--- src/rtl/serial_tx_pkg.sv ---
// Shared types and helpers for the serial transmitter.
// Assumes the line control word layout fixed by the requirements.
package serial_tx_pkg;

    localparam int TICKS_PER_BIT = 16;
    localparam int TCNT_W        = 6;

    typedef enum logic [2:0] {
        ST_IDLE,
        ST_START,
        ST_DATA,
        ST_PAR,
        ST_STOP
    } tx_state_e;

    typedef struct packed {
        logic       brk;        // force space
        logic       stick;      // constant parity
        logic       even;       // even parity select
        logic       par_en;     // parity bit present
        logic       stop_long;  // 1.5 / 2 stop bits
        logic [1:0] wlen;       // 5 + wlen data bits
    } frame_cfg_t;

    // Split the line control word into named fields.
    function automatic frame_cfg_t decode_cfg(input logic [7:0] lc);
        frame_cfg_t c;
        c.wlen      = lc[1:0];
        c.stop_long = lc[2];
        c.par_en    = lc[3];
        c.even      = lc[4];
        c.stick     = lc[5];
        c.brk       = lc[6];
        return c;
    endfunction

    // Length of the stop period in ticks.
    function automatic logic [TCNT_W-1:0] stop_ticks(input frame_cfg_t c);
        if (!c.stop_long)      return TCNT_W'(TICKS_PER_BIT);
        else if (c.wlen == 2'b00) return TCNT_W'(TICKS_PER_BIT + TICKS_PER_BIT/2);
        else                   return TCNT_W'(2*TICKS_PER_BIT);
    endfunction

endpackage

--- src/rtl/tx_baud_gen.sv ---
// Tick generator: one tick every max(div_i,1) clock cycles.
// Assumes restart_i pulses whenever a divisor byte is written; the tick is
// suppressed on that cycle and the count begins again from zero.
module tx_baud_gen #(
    parameter int DIV_W = 16
) (
    input  logic             clk,
    input  logic             rst_n,
    input  logic [DIV_W-1:0] div_i,
    input  logic             restart_i,
    output logic             tick_o
);
    logic [DIV_W-1:0] cnt_q;
    logic [DIV_W-1:0] lim;

    // Terminal count: a divisor of zero behaves as one.
    always_comb begin
        lim = (div_i == '0) ? '0 : div_i - DIV_W'(1);
    end

    assign tick_o = (cnt_q >= lim) && !restart_i;

    // Free-running counter, cleared on reset, restart or terminal count.
    always_ff @(posedge clk) begin
        if (!rst_n)            cnt_q <= '0;
        else if (restart_i)    cnt_q <= '0;
        else if (cnt_q >= lim) cnt_q <= '0;
        else                   cnt_q <= cnt_q + DIV_W'(1);
    end
endmodule

--- src/rtl/tx_hold_reg.sv ---
// One-character holding register between the host and the shifter.
// A write while full replaces the held byte; a write on the take cycle
// keeps the new byte held while the shifter loads the old one.
module tx_hold_reg #(
    parameter int DATA_W = 8
) (
    input  logic              clk,
    input  logic              rst_n,
    input  logic              wr_i,
    input  logic [DATA_W-1:0] data_i,
    input  logic              take_i,
    output logic              full_o,
    output logic [DATA_W-1:0] data_o
);
    logic              full_q;
    logic [DATA_W-1:0] data_q;

    // Track occupancy: writes fill, shifter takes drain.
    always_ff @(posedge clk) begin
        if (!rst_n)      full_q <= 1'b0;
        else if (wr_i)   full_q <= 1'b1;
        else if (take_i) full_q <= 1'b0;
    end

    // Capture written data.
    always_ff @(posedge clk) begin
        if (!rst_n)    data_q <= '0;
        else if (wr_i) data_q <= data_i;
    end

    assign full_o = full_q;
    assign data_o = data_q;
endmodule

--- src/rtl/tx_frame_shifter.sv ---
// Frames one character: start, data LSB first, optional parity, stop.
// Captures the frame settings on load so mid-frame changes do not tear
// a character. Advances only on ticks; each state lasts a tick count.
module tx_frame_shifter
    import serial_tx_pkg::*;
#(
    parameter int DATA_W = 8
) (
    input  logic              clk,
    input  logic              rst_n,
    input  logic              tick_i,
    input  logic              load_i,
    input  logic [DATA_W-1:0] data_i,
    input  frame_cfg_t        cfg_i,
    output logic              busy_o,
    output logic              line_o
);
    localparam int BIDX_W = $clog2(DATA_W + 1);

    tx_state_e          state_q;
    logic [DATA_W-1:0]  sh_q;
    logic [BIDX_W-1:0]  bidx_q;
    logic [BIDX_W-1:0]  nbits_q;
    logic [TCNT_W-1:0]  tcnt_q;
    logic [TCNT_W-1:0]  stop_lim_q;
    logic               par_en_q;
    logic               par_q;

    logic [BIDX_W-1:0]  nbits_w;
    logic [DATA_W-1:0]  word_mask;
    logic               raw_par;
    logic               par_w;
    logic [TCNT_W-1:0]  cur_lim;
    logic               bit_done;

    // Number of data bits requested by the line control word.
    assign nbits_w = BIDX_W'(5) + BIDX_W'(cfg_i.wlen);

    // Mask of the data bits that belong to the word.
    for (genvar g = 0; g < DATA_W; g++) begin : g_mask
        assign word_mask[g] = (nbits_w > BIDX_W'(g));
    end

    // Parity of the word and the bit to send for the chosen mode.
    always_comb begin
        raw_par = ^(data_i & word_mask);
        if (cfg_i.stick)     par_w = ~cfg_i.even;
        else if (cfg_i.even) par_w = raw_par;
        else                 par_w = ~raw_par;
    end

    // Ticks in the current state and end-of-bit detect.
    always_comb begin
        cur_lim  = (state_q == ST_STOP) ? stop_lim_q : TCNT_W'(TICKS_PER_BIT);
        bit_done = tick_i && (tcnt_q == cur_lim - TCNT_W'(1));
    end

    // Frame sequencing and tick counting.
    always_ff @(posedge clk) begin
        if (!rst_n) begin
            state_q    <= ST_IDLE;
            sh_q       <= '0;
            bidx_q     <= '0;
            nbits_q    <= '0;
            tcnt_q     <= '0;
            stop_lim_q <= TCNT_W'(TICKS_PER_BIT);
            par_en_q   <= 1'b0;
            par_q      <= 1'b0;
        end else if (state_q == ST_IDLE) begin
            if (load_i) begin
                state_q    <= ST_START;
                sh_q       <= data_i;
                nbits_q    <= nbits_w;
                stop_lim_q <= stop_ticks(cfg_i);
                par_en_q   <= cfg_i.par_en;
                par_q      <= par_w;
                tcnt_q     <= '0;
                bidx_q     <= '0;
            end
        end else if (tick_i) begin
            if (!bit_done) begin
                tcnt_q <= tcnt_q + TCNT_W'(1);
            end else begin
                tcnt_q <= '0;
                unique case (state_q)
                    ST_START: begin
                        state_q <= ST_DATA;
                        bidx_q  <= '0;
                    end
                    ST_DATA: begin
                        sh_q   <= sh_q >> 1;
                        bidx_q <= bidx_q + BIDX_W'(1);
                        if (bidx_q == nbits_q - BIDX_W'(1))
                            state_q <= par_en_q ? ST_PAR : ST_STOP;
                    end
                    ST_PAR:  state_q <= ST_STOP;
                    ST_STOP: state_q <= ST_IDLE;
                    default: state_q <= ST_IDLE;
                endcase
            end
        end
    end

    // Line level for the current state.
    always_comb begin
        unique case (state_q)
            ST_START: line_o = 1'b0;
            ST_DATA:  line_o = sh_q[0];
            ST_PAR:   line_o = par_q;
            default:  line_o = 1'b1;
        endcase
    end

    assign busy_o = (state_q != ST_IDLE);
endmodule

--- src/rtl/serial_tx_core.sv ---
// Transmit path top: tick generator, holding register and frame shifter.
// Byte writes are steered away while the divisor-access bit is set; the
// break bit overrides the line combinationally.
module serial_tx_core
    import serial_tx_pkg::*;
#(
    parameter int DATA_W = 8,
    parameter int DIV_W  = 16
) (
    input  logic              clk,
    input  logic              rst_n,
    input  logic              char_wr,
    input  logic [DATA_W-1:0] char_data,
    input  logic [7:0]        line_ctrl,
    input  logic [DIV_W-1:0]  div_latch,
    input  logic              div_wr,
    output logic              txd,
    output logic              thr_empty,
    output logic              tx_empty
);
    frame_cfg_t        cfg;
    logic              baud_tick;
    logic              hold_wr;
    logic              hold_full;
    logic [DATA_W-1:0] hold_data;
    logic              take;
    logic              busy;
    logic              shift_line;

    assign cfg     = decode_cfg(line_ctrl);
    assign hold_wr = char_wr && !line_ctrl[7];
    assign take    = hold_full && !busy;

    tx_baud_gen #(.DIV_W(DIV_W)) u_baud (
        .clk       (clk),
        .rst_n     (rst_n),
        .div_i     (div_latch),
        .restart_i (div_wr),
        .tick_o    (baud_tick)
    );

    tx_hold_reg #(.DATA_W(DATA_W)) u_hold (
        .clk    (clk),
        .rst_n  (rst_n),
        .wr_i   (hold_wr),
        .data_i (char_data),
        .take_i (take),
        .full_o (hold_full),
        .data_o (hold_data)
    );

    tx_frame_shifter #(.DATA_W(DATA_W)) u_shift (
        .clk    (clk),
        .rst_n  (rst_n),
        .tick_i (baud_tick),
        .load_i (take),
        .data_i (hold_data),
        .cfg_i  (cfg),
        .busy_o (busy),
        .line_o (shift_line)
    );

    assign txd       = shift_line && !cfg.brk;
    assign thr_empty = !hold_full;
    assign tx_empty  = !hold_full && !busy;
endmodule

--- config.mk ---
export PLATFORM = sky130hd
export DESIGN_NAME = serial_tx_core
export DESIGN_NICKNAME = d
export VERILOG_FILES = /design/src/rtl/serial_tx_pkg.sv /design/src/rtl/tx_baud_gen.sv /design/src/rtl/tx_hold_reg.sv /design/src/rtl/tx_frame_shifter.sv /design/src/rtl/serial_tx_core.sv
export SDC_FILE = /design/constraint.sdc
export NUM_CORES = 1
export LEC_CHECK = 0
export ABC_AREA = 1
export CAP_MARGIN = 20
export CELL_PAD_IN_SITES_DETAIL_PLACEMENT = 1
export CELL_PAD_IN_SITES_GLOBAL_PLACEMENT = 1
export CORE_ASPECT_RATIO = 0.8
export CORE_UTILIZATION = 44
export DETAILED_ROUTE_END_ITERATION = 10
export PLACE_DENSITY = 0.9
export SYNTH_ARGS = -nofsm -noshare
export SYNTH_HDL_FRONTEND = slang
export SYNTH_SLANG_ARGS = --single-unit
--- constraint.sdc ---
create_clock -name clk -period 7.3 [get_ports clk]
set_clock_uncertainty 0.15 [all_clocks]
set_input_delay 1.095 -clock clk [delete_from_list [all_inputs] [get_ports clk]]
set_output_delay 1.095 -clock clk [all_outputs]
set_load 0.03 [all_outputs]
==> metrics.log, run 1 <==
INFO  metric cts.path.max_buffers = 2
INFO  metric postSynthAreaPerCell = 6.55 µm²
INFO  metric cellInternalPower = between 0.0005 and 0.0006 W
INFO  metric seq_area = about 0.0011 mm²
INFO  metric dpl-instance-area = about 0.0041 mm²
INFO  metric synth_enable_flop_cells = 0
INFO  metric fin_nets = 660
INFO  metric finalWorstPathRequiredPeriod = approximately 4.7 ns
INFO  metric most-common-layout-cells = nand2_1, nor2_1, inv_1
INFO  metric report.final.hold_viol_count = 0
INFO  metric finalWeightedCongestion = 0.838
INFO  metric cts_max_level = 2
INFO  metric antenna_cells_inserted = 0
INFO  metric synth_seq_cells = 55
INFO  metric worstSetupStartpointType = input port
INFO  metric route.vias.total = between 3000 and 4000
INFO  metric drive_above_1_share = between 5 and 6%
INFO  metric wl_per_cell = 14.5 µm
INFO  metric timing.max_cap.violations = 0
INFO  metric clk_root_buffer_cell = clkbuf_8
INFO  metric dr.pass1.iters = 4
INFO  metric global_route_wire_length_before_repair = 17.3 mm
INFO  metric cts_inserted_buffers = 5
INFO  metric total_area_of_multi_input_combinational_cells = 0.00221 mm²
INFO  metric num_rows = 29
INFO  metric yosys_most_used_dff = dfxtp_1
INFO  metric finalWirelength = just over 10 mm
INFO  metric grtUsageTotal = 24.4%
INFO  metric clkPwrFrac = 16.9%
INFO  metric layout.cell_area.non_filler = about 0.0042 mm²
INFO  metric layout_worst_path_cycle_share = about 64%
INFO  metric core_region_area = 0.00798 mm²
INFO  metric maximum_number_of_pins_on_one_net_before_global_route_repair = 35
INFO  metric remaining_drc_errors = 0
INFO  metric report.final.setup_viol = 0
INFO  metric critical_path_peak_fanout = 16
INFO  metric cp.arrival = ~4.8 ns
INFO  metric critical_path_required = ~7.4 ns
INFO  metric synth_sequential_area_ratio = about 30%
INFO  metric first_iter_violations = ~140
INFO  metric post_synth_net_total = ~620
INFO  metric post_layout_nonfiller_instances = just over 700
INFO  metric dpl.cell_count = about 700
INFO  metric worstSetupEndpointType = flip-flop
INFO  metric dieArea = a little under 0.009 mm²
INFO  metric die_width = between 100 and 150 µm
INFO  metric total_of_fill_cells_in_the_finished_design = about 1100
INFO  metric initial_standard_cell_utilization_of_the_core = between 40% and 50%
INFO  metric maximum_clock_frequency = around 210 MHz
INFO  metric path_class_of_the_lowest_slack_min_delay_path = flip-flop to flip-flop
INFO  metric p_seq_share = 36.5%
INFO  metric final_antenna_net_count = 0
INFO  metric power_frac_comb = a little under half
INFO  metric synthesis.yosys.warnings = 0
INFO  metric cts_setup_buffers = 0
INFO  metric tritoncts = done
INFO  metric setup_tns = 0 ns
INFO  metric setup_slack = 2.59 ns
INFO  metric power.static_leakage = approximately 1.9 nW
INFO  metric port_buffer_count = 38
INFO  metric synthToLayoutAreaGrowth = 15.6%
INFO  metric cts-resized-gates = 0
INFO  metric antenna_found_initial = 0
INFO  metric clock_latency = about 0.32 ns
INFO  metric clock_sinks = 55
INFO  metric worst-slew-pin-transition = approximately 0.78 ns
INFO  metric ctsHoldBuffers = 0
INFO  metric synthesis.area = between 0.003 and 0.004 mm²
INFO  metric r2r_setup_slack = about 4.9 ns
INFO  metric floorplan.die.height = between 80 and 90 µm
INFO  metric synthDistinctLibCells = 36
INFO  metric postSynthCellCount = 558
INFO  metric first_global_vias = between 3000 and 4000
INFO  metric final_common_cell = nand2_1
INFO  metric net_switching = 0.000483 W
INFO  metric powerDensity = ~250 mW/mm²
INFO  metric run_status = completed
INFO  metric dp_hpwl = approximately 8.1 mm
INFO  metric switching_share = about 45%
INFO  metric ioPinCount = 39
INFO  metric grt_overflow_total = 0
INFO  metric grt_setup_unrepaired = false
INFO  metric postSynth.asyncResetShare = 0%
INFO  metric vdd.ir_drop.worst = 0.163 mV
INFO  metric worst_setup_hold_path_clk_slew = about 0.10 ns
INFO  metric kind_of_critical_path = input port to flip-flop
INFO  metric worst_setup_slack_post_dpl = between 2 and 2.5 ns
INFO  metric max-slew-margin-rel = a little under half
INFO  metric finalMaxSlewViolations = 0
INFO  metric vias_per_cell = ~5.2
## final timing paths
kind,start,end,depth (start not counted)
hold reg to reg,u_baud.cnt_q[0],u_baud.cnt_q[0],1
hold / removal,u_baud.cnt_q[0],u_baud.cnt_q[0],1
setup reg to reg,u_shift.state_q[1],u_shift.sh_q[0],14
setup / recovery,div_latch[9],u_baud.cnt_q[9],16
## layout make-up
cell class,instances,share of cell area [%]
timing repair buffer,39,9.18
inverter,79,7.08
tap,108,3.20
multi-input combinational,416,52.4
clock buffer,6,1.72
clock inverter,2,0.414
sequential,55,26.1
## per-stage QoR
| step | utilization, % | hold WS [ns] | power [W] |
|---|---|---|---|
| 3_5_place_dp | 51.8 | 0.308 | 0.000888 |
| 4_1_cts | 52.9 | 0.333 | 0.00107 |
| 3_3_place_gp | 51.8 | 0.301 | 0.000858 |
| 5_1_grt | 52.9 | 0.356 | 0.00115 |
| 6_report | 52.9 | 0.332 | 0.00106 |
| 2_1_floorplan | - | 0.280 | 0.000758 |
## worst max-delay path, cell delays in order
cell and delay [ns]:
clkdlybuf4s50_1 0.46, nor2_1 0.20, nand2_1 0.15, nor4_1 0.34
nand4_1 0.50, o21ai_0 0.27, ha_1 0.28, nand2_1 0.08
inv_1 0.06, nand2_1 0.06, nand2_1 0.05, nor2_1 0.11
nand2_1 0.06, nand2_1 0.08, nand4_1 0.61, nor3b_1 0.38
## sequential cells by signal, indices dropped and copies added, names as in the netlist
register            cells
u_shift.sh_q            8
u_baud.cnt_q           16
u_shift.bidx_q          4
u_shift.stop_lim_q      3
u_shift.par_en_q        1
u_shift.state_q         3
u_hold.data_o           8
u_shift.nbits_q         4
u_hold.full_o           1
u_shift.tcnt_q          6
u_shift.par_q           1
## cells by family after synthesis
kind of cell | share of synthesized area, %
simple gates | 36.1
buf+inv | 9.34
compound gates | 10.0
flops | 30.1
fa+ha+maj | 9.58
xor+xnor | 4.79
## power groups by stage
stage / Clock [W] / Sequential, W / Combinational (W)
floorplan: 0 / 0.000382 / 0.000376
global placement: 0 / 0.000391 / 0.000467
detailed placement: 0 / 0.000393 / 0.000494
CTS: 0.000183 / 0.000388 / 0.000499
global route: 0.000191 / 0.000394 / 0.000562
finish: 0.000180 / 0.000388 / 0.000495
## synthesized netlist by cell type, drive strengths merged (3+ instances only)
library cell / n / area (µm²)
a21oi: 30 / 150
clkbuf: 5 / 18.8
nor3: 12 / 60.1
nor3b: 5 / 37.5
nand4: 8 / 50.1
dfxtp: 55 / 1100
ha: 28 / 350
xor2: 10 / 87.6
buf: 3 / 23.8
nand3: 36 / 203
xnor2: 10 / 87.6
inv: 78 / 295
or2: 5 / 31.3
nor2: 93 / 377
nand2: 133 / 517
nor4: 3 / 18.8
o21ai: 30 / 150
## per-layer routing
| layer | vias to the layer above | GRT usage [%] | share of wire [%] |
|---|---|---|---|
| li1 | 1862 | - | - |
| met1 | 1720 | 32.3 | 49 |
| met2 | 65 | 41.8 | 47 |
| met3 | 10 | 3.43 | 3.4 |
| met4 | 0 | 6.36 | 0.97 |
| met5 | - | 0 | 0 |
No activity file was read; power rests on OpenSTA's default activity.
==> run 2, diff against run 1 <==
--- a/config.mk
+++ b/config.mk
@@ -10,9 +10,9 @@
 export CELL_PAD_IN_SITES_DETAIL_PLACEMENT = 1
 export CELL_PAD_IN_SITES_GLOBAL_PLACEMENT = 1
 export CORE_ASPECT_RATIO = 0.8
-export CORE_UTILIZATION = 44
+export CORE_UTILIZATION = 40
 export DETAILED_ROUTE_END_ITERATION = 10
-export PLACE_DENSITY = 0.9
+export PLACE_DENSITY = 0.83
 export SYNTH_ARGS = -nofsm -noshare
 export SYNTH_HDL_FRONTEND = slang
 export SYNTH_SLANG_ARGS = --single-unit
==> constraint.sdc (replaced) <==
create_clock -name clk -period 4.8 [get_ports clk]
set_clock_uncertainty 0.15 [all_clocks]
set_input_delay 0.72 -clock clk [delete_from_list [all_inputs] [get_ports clk]]
set_output_delay 0.72 -clock clk [all_outputs]
set_load 0.03 [all_outputs]
==> run 2 against run 1 <==
Compared with the run above:
- die area is 9.8% higher
- critical path depth is 3 higher
- total power is 62% higher
- cell area is 1.7% higher
- critical endpoint is now u_shift.tcnt_q[2]
- largest cell class unchanged
==> metrics.log, run 2 (same netlist as run 1, synthesis figures left out) <==
INFO  metric flip_flop_count_of_the_largest_register_all_copies_and_words_added = 16 (unchanged)
INFO  metric core_region_area = 0.00867 mm² (was 0.00798 mm²)
INFO  metric worstSetupStartpointType = input port (unchanged)
INFO  metric cts_setup_buffers = 0 (unchanged)
INFO  metric floorplan.die.height = 87.5 µm (was 83.5 µm)
INFO  metric most-common-layout-cells = nand2_1, nor2_1, inv_1 (unchanged)
INFO  metric remaining_drc_errors = 0 (unchanged)
INFO  metric kind_of_critical_path = input port to flip-flop (unchanged)
INFO  metric fin_nets = 661 (was 660)
INFO  metric ioPinCount = 39 (unchanged)
INFO  metric setup_tns = 0 ns (unchanged)
INFO  metric initial_standard_cell_utilization_of_the_core = 42.2% (was 45.8%)
INFO  metric max-slew-margin-rel = 66.3% (was 47.8%)
INFO  metric post_layout_nonfiller_instances = 710 (was 705)
INFO  metric wl_per_cell = 14.1 µm (was 14.5 µm)
INFO  metric drive_above_1_share = 5.35% (was 5.03%)
INFO  metric report.final.setup_viol = 0 (unchanged)
INFO  metric vdd.ir_drop.worst = 0.246 mV (was 0.163 mV)
INFO  metric cts_max_level = 2 (unchanged)
INFO  metric cts-resized-gates = 0 (unchanged)
INFO  metric antenna_found_initial = 0 (unchanged)
INFO  metric finalWorstPathRequiredPeriod = 4.18 ns
INFO  metric final_common_cell = nand2_1 (unchanged)
INFO  metric critPathTopFamily = simple AND/OR/NAND/NOR gates (unchanged)
INFO  metric num_rows = 30 (was 29)
INFO  metric cp.arrival = 4.19 ns (was 4.79 ns)
INFO  metric port_buffer_count = 38 (unchanged)
INFO  metric maximum_number_of_pins_on_one_net_before_global_route_repair = 35 (unchanged)
INFO  metric clock_sinks = 55 (unchanged)
INFO  metric cp.buffers_inverters = 3 (was 2)
INFO  metric worst-slew-pin-transition = 0.505 ns (was 0.781 ns)
INFO  metric ctsHoldBuffers = 0 (unchanged)
INFO  metric cts_inserted_buffers = 5 (unchanged)
INFO  metric setup_slack = 0.622 ns (was 2.59 ns)
INFO  metric total_power = 0.00172 W (was 0.00106 W)
INFO  metric route.vias.total = 3637 (was 3657)
INFO  metric powerDensity = 400 mW/mm² (was 252 mW/mm²)
INFO  metric power.static_leakage = 1.95 nW (was 1.91 nW)
INFO  metric grt_setup_unrepaired = false (unchanged)
INFO  metric cp_common_cell = nand2_1 (unchanged)
INFO  metric cp_slowest_stage_delay = 0.44 ns (was 0.61 ns)
INFO  metric dieArea = 0.00953 mm² (was 0.00868 mm²)
INFO  metric grtUsageTotal = 22.9% (was 24.4%)
INFO  metric critical_path_peak_fanout = 11 (was 16)
INFO  metric path_class_of_the_lowest_slack_min_delay_path = flip-flop to flip-flop (unchanged)
INFO  metric vias_per_cell = 5.12 (was 5.19)
INFO  metric run_status = completed (unchanged)
INFO  metric worst_setup_slack_post_dpl = 0.480 ns (was 2.27 ns)
INFO  metric timing.max_cap.violations = 0 (unchanged)
INFO  metric worst_setup_hold_path_clk_slew = 0.07 ns (was 0.10 ns)
INFO  metric global_route_wire_length_before_repair = 17.2 mm (was 17.3 mm)
INFO  metric cts.path.max_buffers = 2 (unchanged)
INFO  metric tritoncts = done (unchanged)
INFO  metric grt_overflow_total = 0 (unchanged)
INFO  metric cp_cell_sequence = clkdlybuf4s50_1 > inv_1 > nand2_1 > nor2_1 > inv_1 > nor3_1 > nand2_1 > nor3_1 > xor2_1 > nand2_1 > ha_1 > a21oi_1 > o21ai_0 > a21oi_1 > nand2_1 > nand3_1 > nand2_1 > o21ai_0 > a21oi_1 (was clkdlybuf4s50_1 > nor2_1 > nand2_1 > nor4_1 > nand4_1 > o21ai_0 > ha_1 > nand2_1 > inv_1 > nand2_1 > nand2_1 > nor2_1 > nand2_1 > nand2_1 > nand4_1 > nor3b_1)
INFO  metric critical_path.slowest_cell = clkdlybuf4s50_1 (was nand4_1)
INFO  metric antenna_cells_inserted = 0 (unchanged)
INFO  metric layout_worst_path_cycle_share = 87.0%
INFO  metric report.final.hold_viol_count = 0 (unchanged)
INFO  metric first_global_vias = 3767 (was 3717)
INFO  metric finalMaxSlewViolations = 0 (unchanged)
INFO  metric worst_hold_slack = 0.318 ns (was 0.332 ns)
INFO  metric dr.pass1.iters = 4 (unchanged)
INFO  metric clock_latency = 0.30 ns (was 0.32 ns)
INFO  metric maximum_clock_frequency = between 200 and 250 MHz
INFO  metric final_antenna_net_count = 0 (unchanged)
INFO  metric die_width = 109 µm (was 104 µm)
INFO  metric worstSetupEndpointType = flip-flop (unchanged)
INFO  metric max_flop_register = u_baud.cnt_q (unchanged)
INFO  metric dpl.cell_count = 702 (was 697)
INFO  metric finalWirelength = 10.0 mm (was 10.2 mm)
INFO  metric synthToLayoutAreaGrowth = 17.5% (was 15.6%)
INFO  metric finalWeightedCongestion = 0.870 (was 0.838)
INFO  metric first_iter_violations = 130 (was 141)
INFO  metric critical_path_required = 4.81 ns (was 7.38 ns)
INFO  metric dp_hpwl = 8.14 mm (was 8.07 mm)
INFO  metric clk_root_buffer_cell = clkbuf_16 (was clkbuf_8)
[run 2: through the flow]
| stage | area (µm²) | utilization [%] |
|---|---|---|
| 2_1_floorplan | 3660 | - |
| 3_3_place_gp | 4150 | 47.8 |
| 3_5_place_dp | 4150 | 47.8 |
| 4_1_cts | 4300 | 49.6 |
| 5_1_grt | 4300 | 49.6 |
| 6_report | 4300 | 49.6 |
[run 2: worst paths after layout]
check                           from                 to  slack [ns]  depth (start not counted)
setup / recovery        div_latch[0]  u_shift.tcnt_q[2]        0.62                         19
hold / removal       u_shift.sh_q[7]    u_shift.sh_q[7]        0.32                          2
setup reg to reg  u_shift.state_q[1]    u_shift.sh_q[2]        2.31                         15
hold reg to reg      u_shift.sh_q[7]    u_shift.sh_q[7]        0.32                          2
[run 2: where the power goes]
part	total (W)	internal [W]	switching, W
logic	0.000747	0.000254	0.000493
registers	0.000593	0.000525	0.0000686
clock network	0.000379	0.000197	0.000182
total	0.00172	0.000976	0.000744
[run 2: final cells by class]
cell class / instances / area, µm²
Clock buffer: 5 / 125
Inverter: 79 / 299
Timing Repair Buffer: 40 / 395
Multi-Input combinational cell: 416 / 2210
Sequential cell: 55 / 1100
Clock inverter: 3 / 22.5
Tap cell: 112 / 140
Fill cell: 1144 / 4370
[run 2: worst register-to-register path, stage by stage, from the launching register on]
cell	delay, ns
dfxtp_1	0.42
nor2_4	0.17
nand2_2	0.07
inv_2	0.07
nand2_2	0.06
ha_1	0.31
nand2_1	0.08
nor3b_1	0.19
nand3_1	0.11
nor2_1	0.14
nand3_2	0.11
nand2_4	0.12
nand3_4	0.18
nand2_1	0.12
nand2_1	0.05
nor2_1	0.09
[run 2: routing by layer]
layer | up-vias | routed length (µm) | part of all wire [%] | GRT usage (%)
met5 | - | 0 | 0 | 0
met4 | 0 | 58 | 0.58 | 3.81
met3 | 7 | 269 | 2.7 | 3.74
met2 | 39 | 4560 | 46 | 38.4
met1 | 1730 | 5120 | 51 | 31.3
li1 | 1861 | - | - | -
==> run 3, diff against run 2 <==
--- a/config.mk
+++ b/config.mk
@@ -10,9 +10,10 @@
 export CELL_PAD_IN_SITES_DETAIL_PLACEMENT = 1
 export CELL_PAD_IN_SITES_GLOBAL_PLACEMENT = 1
 export CORE_ASPECT_RATIO = 0.8
-export CORE_UTILIZATION = 40
+export CORE_UTILIZATION = 42
+export CTS_BUF_LIST = sky130_fd_sc_hd__clkbuf_4 sky130_fd_sc_hd__clkbuf_8
 export DETAILED_ROUTE_END_ITERATION = 10
-export PLACE_DENSITY = 0.83
+export PLACE_DENSITY = 0.87
 export SYNTH_ARGS = -nofsm -noshare
 export SYNTH_HDL_FRONTEND = slang
 export SYNTH_SLANG_ARGS = --single-unit
==> run 3 against run 2 <==
Compared with the run above:
- first-iteration DRC count up 26%
- cell count unchanged
- wire length down 1.5%
==> metrics.log, run 3 (same netlist as run 1, synthesis figures left out) <==
INFO  metric clkPwrFrac = 22.0% (was 22.1%)
INFO  metric floorplan.die.height = 85.5 µm (was 87.5 µm)
INFO  metric layout_worst_path_cycle_share = 83.2% (was 87.0%)
INFO  metric ioPinCount = 39 (unchanged)
INFO  metric cts_setup_buffers = 0 (unchanged)
INFO  metric worst_hold_startpoint = u_shift.sh_q[7] (unchanged)
INFO  metric power_frac_comb = 43.7% (was 43.5%)
INFO  metric net_switching = 0.000714 W (was 0.000744 W)
INFO  metric grt_setup_unrepaired = false (unchanged)
INFO  metric dp_hpwl = 7.87 mm (was 8.14 mm)
INFO  metric cts_max_level = 2 (unchanged)
INFO  metric port_buffer_count = 38 (unchanged)
INFO  metric fin_nets = 661 (unchanged)
INFO  metric critical_path.reg2reg.startpoint = u_shift.state_q[1] (unchanged)
INFO  metric cts-resized-gates = 0 (unchanged)
INFO  metric dr.pass1.iters = 4 (unchanged)
INFO  metric report.final.hold_viol_count = 0 (unchanged)
INFO  metric clk_root_buffer_cell = clkbuf_8 (was clkbuf_16)
INFO  metric cts.path.max_buffers = 2 (unchanged)
INFO  metric initial_standard_cell_utilization_of_the_core = 43.3% (was 42.2%)
INFO  metric p_seq_share = 34.4% (was 34.5%)
INFO  metric max-slew-margin-rel = 64.1% (was 66.3%)
INFO  metric finalWeightedCongestion = 0.849 (was 0.870)
INFO  metric critical_path_peak_fanout = 11 (unchanged)
INFO  metric worst_hold_slack = 0.324 ns (was 0.318 ns)
INFO  metric first_global_vias = 3718 (was 3767)
INFO  metric remaining_drc_errors = 0 (unchanged)
INFO  metric flip_flop_count_of_the_largest_register_all_copies_and_words_added = 16 (unchanged)
INFO  metric final_common_cell = nand2_1 (unchanged)
INFO  metric antenna_found_initial = 0 (unchanged)
INFO  metric report.final.setup_viol = 0 (unchanged)
INFO  metric seq_area = 0.00110 mm² (unchanged)
INFO  metric kind_of_critical_path = input port to flip-flop (unchanged)
INFO  metric maximum_clock_frequency = 251 MHz (was 239 MHz)
INFO  metric grtUsageTotal = 23.6% (was 22.9%)
INFO  metric grt_overflow_total = 0 (unchanged)
INFO  metric setup_tns = 0 ns (unchanged)
INFO  metric finalWirelength = 9.86 mm (was 10.0 mm)
INFO  metric vdd.ir_drop.worst = 0.217 mV (was 0.246 mV)
INFO  metric tritoncts = done (unchanged)
INFO  metric critical_path_required = 4.90 ns (was 4.81 ns)
INFO  metric final_antenna_net_count = 0 (unchanged)
INFO  metric global_route_wire_length_before_repair = 17.2 mm (unchanged)
INFO  metric synthToLayoutAreaGrowth = 17.2% (was 17.5%)
INFO  metric wl_per_cell = 13.9 µm (was 14.1 µm)
INFO  metric route.vias.total = 3621 (was 3637)
INFO  metric num_rows = 30 (unchanged)
INFO  metric total_of_fill_cells_in_the_finished_design = 1155 (was 1144)
INFO  metric worst_setup_hold_path_clk_slew = 0.10 ns (was 0.07 ns)
INFO  metric core_region_area = 0.00845 mm² (was 0.00867 mm²)
INFO  metric cp_cell_sequence = clkdlybuf4s50_1 > nor2_1 > inv_1 > nor4_1 > nand4_1 > o21ai_0 > ha_1 > nand2_1 > inv_1 > nand2_1 > nor2_1 > nor2_1 > nand2_1 > nand2_1 > nand2_1 > nand3_1 > nand2_1 > inv_1 > nand2_1 > a21oi_1 (was clkdlybuf4s50_1 > inv_1 > nand2_1 > nor2_1 > inv_1 > nor3_1 > nand2_1 > nor3_1 > xor2_1 > nand2_1 > ha_1 > a21oi_1 > o21ai_0 > a21oi_1 > nand2_1 > nand3_1 > nand2_1 > o21ai_0 > a21oi_1)
INFO  metric critical_path.slowest_cell = clkdlybuf4s50_1 (unchanged)
INFO  metric dieArea = 0.00908 mm² (was 0.00953 mm²)
INFO  metric die_width = 106 µm (was 109 µm)
INFO  metric worst-slew-pin-transition = 0.536 ns (was 0.505 ns)
INFO  metric finalWorstPathRequiredPeriod = 3.99 ns (was 4.18 ns)
INFO  metric worstSetupStartpointType = input port (unchanged)
INFO  metric timing.max_cap.violations = 0 (unchanged)
INFO  metric max_flop_register = u_baud.cnt_q (unchanged)
INFO  metric worstSetupEndpointType = flip-flop (unchanged)
INFO  metric power.static_leakage = 1.94 nW (was 1.95 nW)
INFO  metric switching_share = 41.8% (was 43.3%)
INFO  metric powerDensity = 398 mW/mm² (was 400 mW/mm²)
INFO  metric run_status = completed (unchanged)
INFO  metric most-common-layout-cells = nand2_1, nor2_1, inv_1 (unchanged)
INFO  metric cp_slowest_stage_delay = 0.48 ns (was 0.44 ns)
INFO  metric first_iter_violations = 164 (was 130)
INFO  metric total_area_of_multi_input_combinational_cells = 0.00221 mm² (unchanged)
INFO  metric clock_sinks = 55 (unchanged)
INFO  metric drive_above_1_share = 5.35% (unchanged)
INFO  metric cp.arrival = 4.09 ns (was 4.19 ns)
INFO  metric clock_latency = 0.32 ns (was 0.30 ns)
INFO  metric cellInternalPower = 0.000993 W (was 0.000976 W)
INFO  metric cp_common_cell = nand2_1 (unchanged)
INFO  metric cts_inserted_buffers = 5 (unchanged)
INFO  metric layout.core_utilization = 50.7% (was 49.6%)
INFO  metric antenna_cells_inserted = 0 (unchanged)
INFO  metric maximum_number_of_pins_on_one_net_before_global_route_repair = 35 (unchanged)
INFO  metric ctsHoldBuffers = 0 (unchanged)
INFO  metric critical_path.startpoint = div_latch[12] (was div_latch[0])
INFO  metric finalMaxSlewViolations = 0 (unchanged)
INFO  metric vias_per_cell = 5.10 (was 5.12)
INFO  metric path_class_of_the_lowest_slack_min_delay_path = flip-flop to flip-flop (unchanged)
-- run 3: cell count changes in the layout (fill, tap and decap cells not counted) --
cell,before,now
inv_6,2,0
bufinv_16,0,2
clkbuf_4,0,1
clkbuf_8,0,5
clkbuf_16,5,0
clkinv_2,1,0
-- run 3: through the flow --
| stage | area, µm² | power (W) | cells | setup WS, ns |
|---|---|---|---|---|
| 2_1_floorplan | 3660 | 0.00115 | 558 | 1.57 |
| 3_5_place_dp | 4150 | 0.00134 | 702 | 0.535 |
| 4_1_cts | 4290 | 0.00172 | 710 | 0.850 |
| 5_1_grt | 4290 | 0.00185 | 710 | 0.427 |
| 6_report | 4290 | 0.00171 | 710 | 0.808 |
| 3_3_place_gp | 4150 | 0.00130 | 702 | 0.686 |
-- run 3: layout make-up --
type,count,area share [%]
Timing Repair Buffer,40,9.23
Clock inverter,2,1.40
Tap cell,112,3.27
Multi-Input combinational cell,416,51.6
Inverter,79,6.98
Clock buffer,6,1.78
Sequential cell,55,25.7
-- run 3: layer usage --
layer	wire (µm)	track usage [%]	vias up
li1	-	-	1855
met1	4930	31.9	1710
met2	4500	39.1	44
met3	286	3.84	12
met4	138	5.93	0
met5	0	0	-
-- run 3: worst paths after layout --
kind	slack, ns	depth (start not counted)	end
hold reg to reg	0.32	2	u_shift.sh_q[7]
setup / recovery	0.81	20	u_shift.tcnt_q[1]
setup reg to reg	2.35	15	u_shift.sh_q[2]
hold / removal	0.32	2	u_shift.sh_q[7]
-- run 3: power by group through the flow --
stage	Clock, W	Combinational, W	Sequential (W)
after floorplan	0	0.000572	0.000580
final	0.000375	0.000745	0.000587
after detailed placement	0	0.000739	0.000598
after CTS	0.000383	0.000753	0.000588
after global routing	0.000402	0.000852	0.000596
after global placement	0	0.000707	0.000594
-- run 3: worst max-delay path, delay by kind of cell --
family,cells,cell delay [ns]
AND/OR/NAND/NOR,13,1.90
AO/OA/AOI/OAI,2,0.43
adder cells (fa/ha/maj),1,0.28
buffers and inverters,4,0.75
